**src/rtl/page_ecc_pkg.sv**
```systemverilog
package page_ecc_pkg;
  typedef enum logic [1:0] {
    GR_CLEAN = 2'b00,
    GR_FIXED = 2'b01,
    GR_LIMIT = 2'b10,
    GR_FAIL  = 2'b11
  } grade_e;

  typedef enum logic [2:0] {
    S_IDLE,
    S_ENC,
    S_DEC,
    S_CRD,
    S_BYP,
    S_FIN
  } seq_state_e;
endpackage

```
**src/rtl/ecc_chunk_grade.sv**
```systemverilog
module ecc_chunk_grade #(
  parameter int CNT_W   = 4,
  parameter int LIM_SER = 8,
  parameter int LIM_PAR = 4
) (
  input  logic             par_i,
  input  logic [CNT_W-1:0] cnt_i,
  input  logic             uncorr_i,
  output logic [1:0]       grade_o
);
  import page_ecc_pkg::*;

  localparam logic [CNT_W-1:0] LimS = CNT_W'(LIM_SER);
  localparam logic [CNT_W-1:0] LimP = CNT_W'(LIM_PAR);

  logic [CNT_W-1:0] lim;
  assign lim = par_i ? LimP : LimS;

  always_comb begin
    if (uncorr_i || (cnt_i > lim))        grade_o = GR_FAIL;
    else if (cnt_i == lim && cnt_i != '0) grade_o = GR_LIMIT;
    else if (cnt_i != '0)                 grade_o = GR_FIXED;
    else                                  grade_o = GR_CLEAN;
  end
endmodule

```
**src/rtl/ecc_status_merge.sv**
```systemverilog
module ecc_status_merge (
  input  logic       clk_i,
  input  logic       rst_ni,
  input  logic       clr_i,
  input  logic       upd_i,
  input  logic [1:0] grade_i,
  output logic [1:0] status_o
);
  always_ff @(posedge clk_i or negedge rst_ni) begin
    if (!rst_ni)                          status_o <= 2'b00;
    else if (clr_i)                       status_o <= 2'b00;
    else if (upd_i && grade_i > status_o) status_o <= grade_i;
  end
endmodule

```
**src/rtl/ecc_seq_fsm.sv**
```systemverilog
module ecc_seq_fsm #(
  parameter int N_CHUNK = 8,
  localparam int IDX_W  = (N_CHUNK > 1) ? $clog2(N_CHUNK) : 1
) (
  input  logic                           clk_i,
  input  logic                           rst_ni,
  input  logic                           prog_start_i,
  input  logic                           read_start_i,
  input  logic                           decode_en_i,
  input  logic                           cont_read_i,
  input  logic                           select_i,
  input  logic                           chunk_done_i,
  output page_ecc_pkg::seq_state_e       state_o,
  output logic [IDX_W-1:0]               idx_o,
  output logic                           page_start_o,
  output logic                           upd_o
);
  import page_ecc_pkg::*;

  localparam logic [IDX_W-1:0] LastIdx = IDX_W'(N_CHUNK - 1);

  seq_state_e state_q, state_d;
  logic [IDX_W-1:0] idx_q;
  logic cont_q, cont_d;
  logic step, last;

  assign step = ((state_q == S_ENC || state_q == S_DEC || state_q == S_CRD) && chunk_done_i)
              || (state_q == S_BYP);
  assign last = step && (idx_q == LastIdx);

  always_comb begin
    state_d      = state_q;
    cont_d       = cont_q;
    page_start_o = 1'b0;
    unique case (state_q)
      S_IDLE: begin
        if (prog_start_i) begin
          state_d      = S_ENC;
          cont_d       = 1'b0;
          page_start_o = 1'b1;
        end else if (read_start_i) begin
          page_start_o = 1'b1;
          cont_d       = decode_en_i && cont_read_i;
          if (!decode_en_i)     state_d = S_BYP;
          else if (cont_read_i) state_d = S_CRD;
          else                  state_d = S_DEC;
        end
      end
      S_ENC, S_DEC, S_CRD, S_BYP: if (last) state_d = S_FIN;
      S_FIN: begin
        if (cont_q && select_i) begin
          state_d      = S_CRD;
          page_start_o = 1'b1;
        end else begin
          state_d = S_IDLE;
          cont_d  = 1'b0;
        end
      end
      default: state_d = S_IDLE;
    endcase
  end

  always_ff @(posedge clk_i or negedge rst_ni) begin
    if (!rst_ni) begin
      state_q <= S_IDLE;
      cont_q  <= 1'b0;
      idx_q   <= '0;
    end else begin
      state_q <= state_d;
      cont_q  <= cont_d;
      if (page_start_o || last) idx_q <= '0;
      else if (step)            idx_q <= idx_q + 1'b1;
    end
  end

  assign state_o = state_q;
  assign idx_o   = idx_q;
  assign upd_o   = (state_q == S_DEC || state_q == S_CRD) && chunk_done_i;
endmodule

```
**src/rtl/page_ecc_seq.sv**
```systemverilog
module page_ecc_seq #(
  parameter int N_CHUNK = 8,
  parameter int CNT_W   = 4,
  parameter int LIM_SER = 8,
  parameter int LIM_PAR = 4,
  localparam int IDX_W  = (N_CHUNK > 1) ? $clog2(N_CHUNK) : 1
) (
  input  logic             clk_i,
  input  logic             rst_ni,
  input  logic             prog_start_i,
  input  logic             read_start_i,
  input  logic             decode_en_i,
  input  logic             cont_read_i,
  input  logic             select_i,
  input  logic             meta_prot_i,
  input  logic             par_mode_i,
  input  logic             chunk_done_i,
  input  logic [CNT_W-1:0] err_cnt_i,
  input  logic             uncorr_i,
  output logic             enc_active_o,
  output logic             dec_active_o,
  output logic             cr_active_o,
  output logic             busy_o,
  output logic             done_o,
  output logic [IDX_W-1:0] chunk_idx_o,
  output logic             meta_incl_o,
  output logic [1:0]       status_o
);
  import page_ecc_pkg::*;

  seq_state_e state;
  logic page_start, upd, par_q, meta_q;
  logic [1:0] grade;

  ecc_seq_fsm #(.N_CHUNK(N_CHUNK)) u_fsm (
    .clk_i        (clk_i),
    .rst_ni       (rst_ni),
    .prog_start_i (prog_start_i),
    .read_start_i (read_start_i),
    .decode_en_i  (decode_en_i),
    .cont_read_i  (cont_read_i),
    .select_i     (select_i),
    .chunk_done_i (chunk_done_i),
    .state_o      (state),
    .idx_o        (chunk_idx_o),
    .page_start_o (page_start),
    .upd_o        (upd)
  );

  // page configuration is frozen at each page start
  always_ff @(posedge clk_i or negedge rst_ni) begin
    if (!rst_ni) begin
      par_q  <= 1'b0;
      meta_q <= 1'b0;
    end else if (page_start) begin
      par_q  <= par_mode_i;
      meta_q <= meta_prot_i;
    end
  end

  ecc_chunk_grade #(.CNT_W(CNT_W), .LIM_SER(LIM_SER), .LIM_PAR(LIM_PAR)) u_grade (
    .par_i    (par_q),
    .cnt_i    (err_cnt_i),
    .uncorr_i (uncorr_i),
    .grade_o  (grade)
  );

  ecc_status_merge u_merge (
    .clk_i    (clk_i),
    .rst_ni   (rst_ni),
    .clr_i    (page_start),
    .upd_i    (upd),
    .grade_i  (grade),
    .status_o (status_o)
  );

  assign enc_active_o = (state == S_ENC);
  assign dec_active_o = (state == S_DEC) || (state == S_CRD);
  assign cr_active_o  = (state == S_CRD);
  assign busy_o       = (state != S_IDLE);
  assign done_o       = (state == S_FIN);
  assign meta_incl_o  = meta_q;
endmodule

```
**config.mk**
```make
export PLATFORM = sky130hd
export DESIGN_NAME = page_ecc_seq
export DESIGN_NICKNAME = d
export VERILOG_FILES = /design/src/rtl/page_ecc_pkg.sv /design/src/rtl/ecc_chunk_grade.sv /design/src/rtl/ecc_status_merge.sv /design/src/rtl/ecc_seq_fsm.sv /design/src/rtl/page_ecc_seq.sv
export SDC_FILE = /design/constraint.sdc
export NUM_CORES = 1
export LEC_CHECK = 0
export BUFFER_PORTS_ARGS = -buffer_cell sky130_fd_sc_hd__buf_4
export CAP_MARGIN = 30
export CORE_ASPECT_RATIO = 2
export CORE_UTILIZATION = 25
export CTS_BUF_LIST = sky130_fd_sc_hd__clkbuf_8 sky130_fd_sc_hd__clkbuf_16
export CTS_CLUSTER_SIZE = 40
export DETAILED_ROUTE_END_ITERATION = 7
export GPL_TIMING_DRIVEN = 0
export PLACE_DENSITY = 0.47
export SLEW_MARGIN = 25
export SYNTH_ARGS = -nofsm -noshare
export SYNTH_HDL_FRONTEND = slang
export SYNTH_SLANG_ARGS = --single-unit
```
**constraint.sdc**
```tcl
create_clock -name clk_i -period 4.9 [get_ports clk_i]
set_input_delay 0.98 -clock clk_i [delete_from_list [all_inputs] [get_ports clk_i]]
set_output_delay 0.98 -clock clk_i [all_outputs]
set_load 0.02 [all_outputs]
```
* Word level (Yosys, flattened, before mapping) *
Index checks and enable logic that the tools add are counted.

storage, ports and cells
  flip-flop bits (word level) = 11
  bits of input ports = 15

operators by class
  add/subtract/negate cells = 1
  order comparisons = 2
  eq/ne operators = 10
  multiplexer cells = 23
  reduce and logical (&&, ||, !) cells = 22

operator list
  cell                 count
  $mux 3               6
  $mux 2               5
  $eq 3x3->1 const B   3
  $pmux 3 s3           1
  $mux 1               8
  $logic_and 1x1->1    7
  $eq 3x2->1 const B   2
  $logic_or 1x1->1     6
  $reduce_bool 2->1    3
  $eq 4x4->1           1
  $gt 4x4->1           1
  $mux 4               1
  $pmux 1 s2           2
  $reduce_bool 4->1    1
  $reduce_or 4->1      1
  $add 3x1->3 const B  1
  $eq 3x1->1 const B   1
  $logic_not 3->1      1
  $ne 3x3->1 const B   1
  $reduce_and 3->1     1
  $reduce_bool 3->1    1
  $gt 2x2->1           1
  $ne 2x1->1 const B   1
  $ne 2x2->1 const B   1
  $reduce_and 2->1     1

* Depth between registers and ports, before layout *
  word-level depth = 9
  gate-level depth with buffers = 11
  mapped depth without buffers = 11

* By module *
From an unflattened synthesis, not the netlist that was laid out.

unflattened totals
  cells, all modules = 85
  area, all modules = 818.3 um^2

modules (own cells, without submodules)
  module            times used  cells an instance  area each (um^2)  seq. area each (um^2)
  ecc_seq_fsm       1           49                 466.7             175.2
  ecc_status_merge  1           15                 147.6             50.0
  page_ecc_seq      1           9                  112.6             50.0
  ecc_chunk_grade   1           12                 91.3              0.0

* Worst setup path before layout *
No wires, ideal clock.

  path type = input-to-reg
  start point = in err_cnt_i[2]
  end point = reg u_merge.status_o[0]
  arrival time = 2.861 ns
  data required time = 4.827 ns
  path slack = 1.966 ns
  cell stages on the path = 10
  path buffers = 0
  cell sequence = inv_1 > ha_1 > and4bb_2 > nor4b_1 > a21oi_1 > ha_1 > nor2b_1 > o2111ai_4 > a221o_1 > a21oi_2

on the way
  word-level cells in the longest chain between the ends = 7
  elaborated cells on any way between the ends = 13
  those cells by class = order compare (2); eq/ne (1); mux (5); reduce/logical (5)

ends and longest elaborated chain
  item                                                line                    RTL
  start, declared                                     page_ecc_seq.sv:18      input logic [CNT_W-1:0] err_cnt_i,
  branches (longest 3 deep; another with $gt 4x4->1)  --
  $mux 2 (*)                                          ecc_chunk_grade.sv:20   if (uncorr_i || (cnt_i > lim)) grade_o = GR_FAIL;
  $gt 2x2->1                                          ecc_status_merge.sv:12  else if (upd_i && grade_i > status_o) status_o <= grade_i;
  $logic_and 1x1->1                                   ecc_status_merge.sv:12
  $reduce_bool 2->1 (no source line)                  --
  end signal, assigned                                ecc_status_merge.sv:12
  end, declared                                       ecc_status_merge.sv:7   output logic [1:0] status_o

Every way passes the cells marked *. The select of a mux whose other input is x is not followed.
A chain may end at the register's enable or synchronous reset.

* Worst setup path after layout *
  start point = in err_cnt_i[3]
  end point = reg u_merge.status_o[0]

Same word-level chain as after synthesis.

==> impl_metrics.sql <==
INSERT INTO impl_metrics (metric_group, metric, value, unit) VALUES
('status', 'outcome', 'finished, final reports clean', ''),
('floorplan', 'initial_core_util', '26.9', '%'),
('cts', 'cts_tree', 'done', ''),
('worst_setup_path', 'critical_path.max_fanout', '4', ''),
('global_routing', 'via_count_of_the_first_global_routing_pass', '690', ''),
('cts', 'htree_num_levels', '1', ''),
('final_layout', 'antenna-diode-count', '0', ''),
('synthesis', 'synth_async_sr_flop_share', '100', '%'),
('worst_setup_path', 'critical_path_arrival', '3140', 'ps'),
('placement', 'postPlaceCellArea', '1040', 'sq um'),
('global_routing', 'met3_demand_to_capacity_share_in_global_routing', '0.870', '%'),
('pwr', 'powerDensity', '597', 'nW/um^2'),
('synthesis', 'mappedNetlistNets', '103', ''),
('sta', 'report.final.hold_viol_count', '0', ''),
('synthesis', 'synth_area', '811', 'sq um'),
('sta', 'rsz_0062_raised_after_global_routing', 'false', ''),
('synthesis', 'netlist-cell-type-count', '39', ''),
('global_routing', 'grtUsageMet1', '11.2', '%'),
('sta', 'postLayoutSetupSlackWorst', '1930', 'ps'),
('synthesis', 'postSynthAreaPerCell', '9.89', 'sq um'),
('routing', 'post_drt_wl_per_cell', '12.5', 'um'),
('final_layout', 'design.final.nets', '133', ''),
('placement', 'dp_slack', '1660', 'ps'),
('pwr', 'leakage_power_figure', '0.510', 'nW'),
('pwr', 'power.total', '0.645', 'mW'),
('worst_setup_path', 'setup.worst_path.start_class', 'input pin', ''),
('routing', 'drt_first_iter_violations', '5', ''),
('sta', 'max_freq', '336', 'MHz'),
('final_layout', 'final_layout_size_suffix_gt1_share', '38.7', '%'),
('cts', 'cts_root_buffer', 'clkbuf_8', ''),
('worst_setup_path', 'critPathKind', 'input pin to flop', ''),
('global_routing', 'met2_usage', '21.5', '%'),
('routing', 'detailroute.via_count', '704', ''),
('synthesis', 'ys_seq_area_share', '34.0', '%'),
('synthesis', 'biggest_area_consumer_among_synthesized_cells', 'dfrtp_1', ''),
('final_layout', 'instances_no_fill', '141', ''),
('cts', 'clkSlewWorstSetupHoldPaths', '50', 'ps'),
('routing', 'drt_drc_violations_left', '0', ''),
('routing', 'via_per_inst', '4.99', ''),
('floorplan', 'core.rowCount', '28', ''),
('placement', 'placedCellCount', '137', ''),
('synthesis', 'synth.top_cell.area_share', '34.0', '%'),
('floorplan', 'floorplan.die_area', '3490', 'sq um'),
('global_routing', 'grt.busiest_layer', 'met2', ''),
('floorplan', 'die_width', '42.3', 'um'),
('global_routing', 'first_pass_grt_wire_length', '2.98', 'mm'),
('global_routing', 'antenna_violations_before_repair', '0', ''),
('pwr', 'power.switching_fraction', '43.2', '%'),
('pwr', 'power_switching', '0.279', 'mW'),
('sta', 'final.period_utilization', '60.7', '%'),
('cts', 'cts_buffers', '3', ''),
('sta', 'final.setup.tns', '0', 'ps'),
('synthesis', 'synth.yosys.warnings', '0', ''),
('pwr', 'seq_power_share', '27.7', '%'),
('cts', 'clock-sinks', '11', ''),
('pwr', 'p_clk_share', '13.8', '%'),
('routing', 'route.final.wire_length', '1.76', 'mm'),
('floorplan', 'die_y', '82.5', 'um'),
('synthesis', 'ys_ff_latch', '11', ''),
('cts', 'cts_stage_hold_buffer_count', '0', ''),
('cts', 'clock_latency', '240', 'ps'),
('sta', 'max-slew-margin-rel', '68.9', '%'),
('final_layout', 'post-route-util', '35.9', '%'),
('synthesis', 'most_used_flip_flop_cell_after_synthesis', 'dfrtp_1', ''),
('global_routing', 'grt_max_degree', '12', ''),
('sta', 'finalWorstPathRequiredPeriod', '2970', 'ps'),
('job', 'cap_violations', '0', ''),
('routing', 'antenna_violating_nets_post_route', '0', ''),
('synthesis', 'synth_edf_count', '0', ''),
('sta', 'worst-slew-pin-transition', '464', 'ps'),
('pwr', 'peakVddDrop', '0.191', 'mV');
## path summary, 6_finish.rpt
path,startpoint,to,slack [ps],cells after the start
max reg2reg,par_q,u_merge.status_o[0],2380,9
min reg2reg,meta_incl_o,meta_incl_o,520,1
min,meta_incl_o,meta_incl_o,520,1
max,err_cnt_i[3],u_merge.status_o[0],1930,10
max in group asynchronous,rst_ni,par_q,4180,1
min in group asynchronous,rst_ni,u_fsm.cont_q,570,1
## sequential cells by signal, indices dropped and copies added, names as in the netlist
name,count
u_fsm.idx_o,3
u_fsm.state_o,3
par_q,1
u_fsm.cont_q,1
u_merge.status_o,2
meta_incl_o,1
## area by class of cell
class / instances / area, sq um
multi-input combinational: 63 / 502
sequential: 11 / 275
inverter: 7 / 26.3
fill: 318 / 1930
buffer: 1 / 7.51
clock inverter: 1 / 3.75
tap: 30 / 37.5
timing repair buffer: 25 / 188
clock buffer: 3 / 41.3
## cells in the final DEF, fill, tap and decap left out, types with 2 or more instances in the layout
master    netlist  routed
a211oi_1        2       2
a21oi_1         7       7
buf_4           1      26
clkbuf_8        0       3
dfrtp_1        11      11
ha_1            6       6
inv_1           7       8
mux2_4          2       2
nand2_1        11      11
nor2_1          2       2
o211ai_1        2       2
o21ai_0         2       2
or3b_1          2       2
## layer usage
metal  wire, um  share of wire [%]
met5          0                  0
met3         61                3.5
met1        671                 38
met2        994                 56
met4         36                2.0
## power by group through the flow
stage	registers [mW]	clock network [mW]	logic, mW
after floorplan	0.195	0	0.246
after global placement	0.179	0	0.380
after detailed placement	0.180	0	0.383
after CTS	0.179	0.0923	0.385
after global routing	0.185	0.0989	0.420
final	0.179	0.0887	0.378
## kinds of logic (layout without fill, tap and decap cells)
group           after synthesis  after routing  share of synthesized area [%]
compound gates               21             21                           19.9
fa+ha+maj                     6              6                           9.26
buf+inv                       8             37                           4.17
flops                        11             11                           34.0
mux                           4              4                           6.33
simple gates                 32             32                           26.4
## critical path, cell delays in order
cell,delay [ps]
buf_4,120
ha_1,280
and4bb_2,250
nor4b_1,330
a21oi_1,90
ha_1,300
nor2b_1,210
o2111ai_4,150
a221o_1,310
a21oi_2,120
No activity file was read; power rests on OpenSTA's default activity.
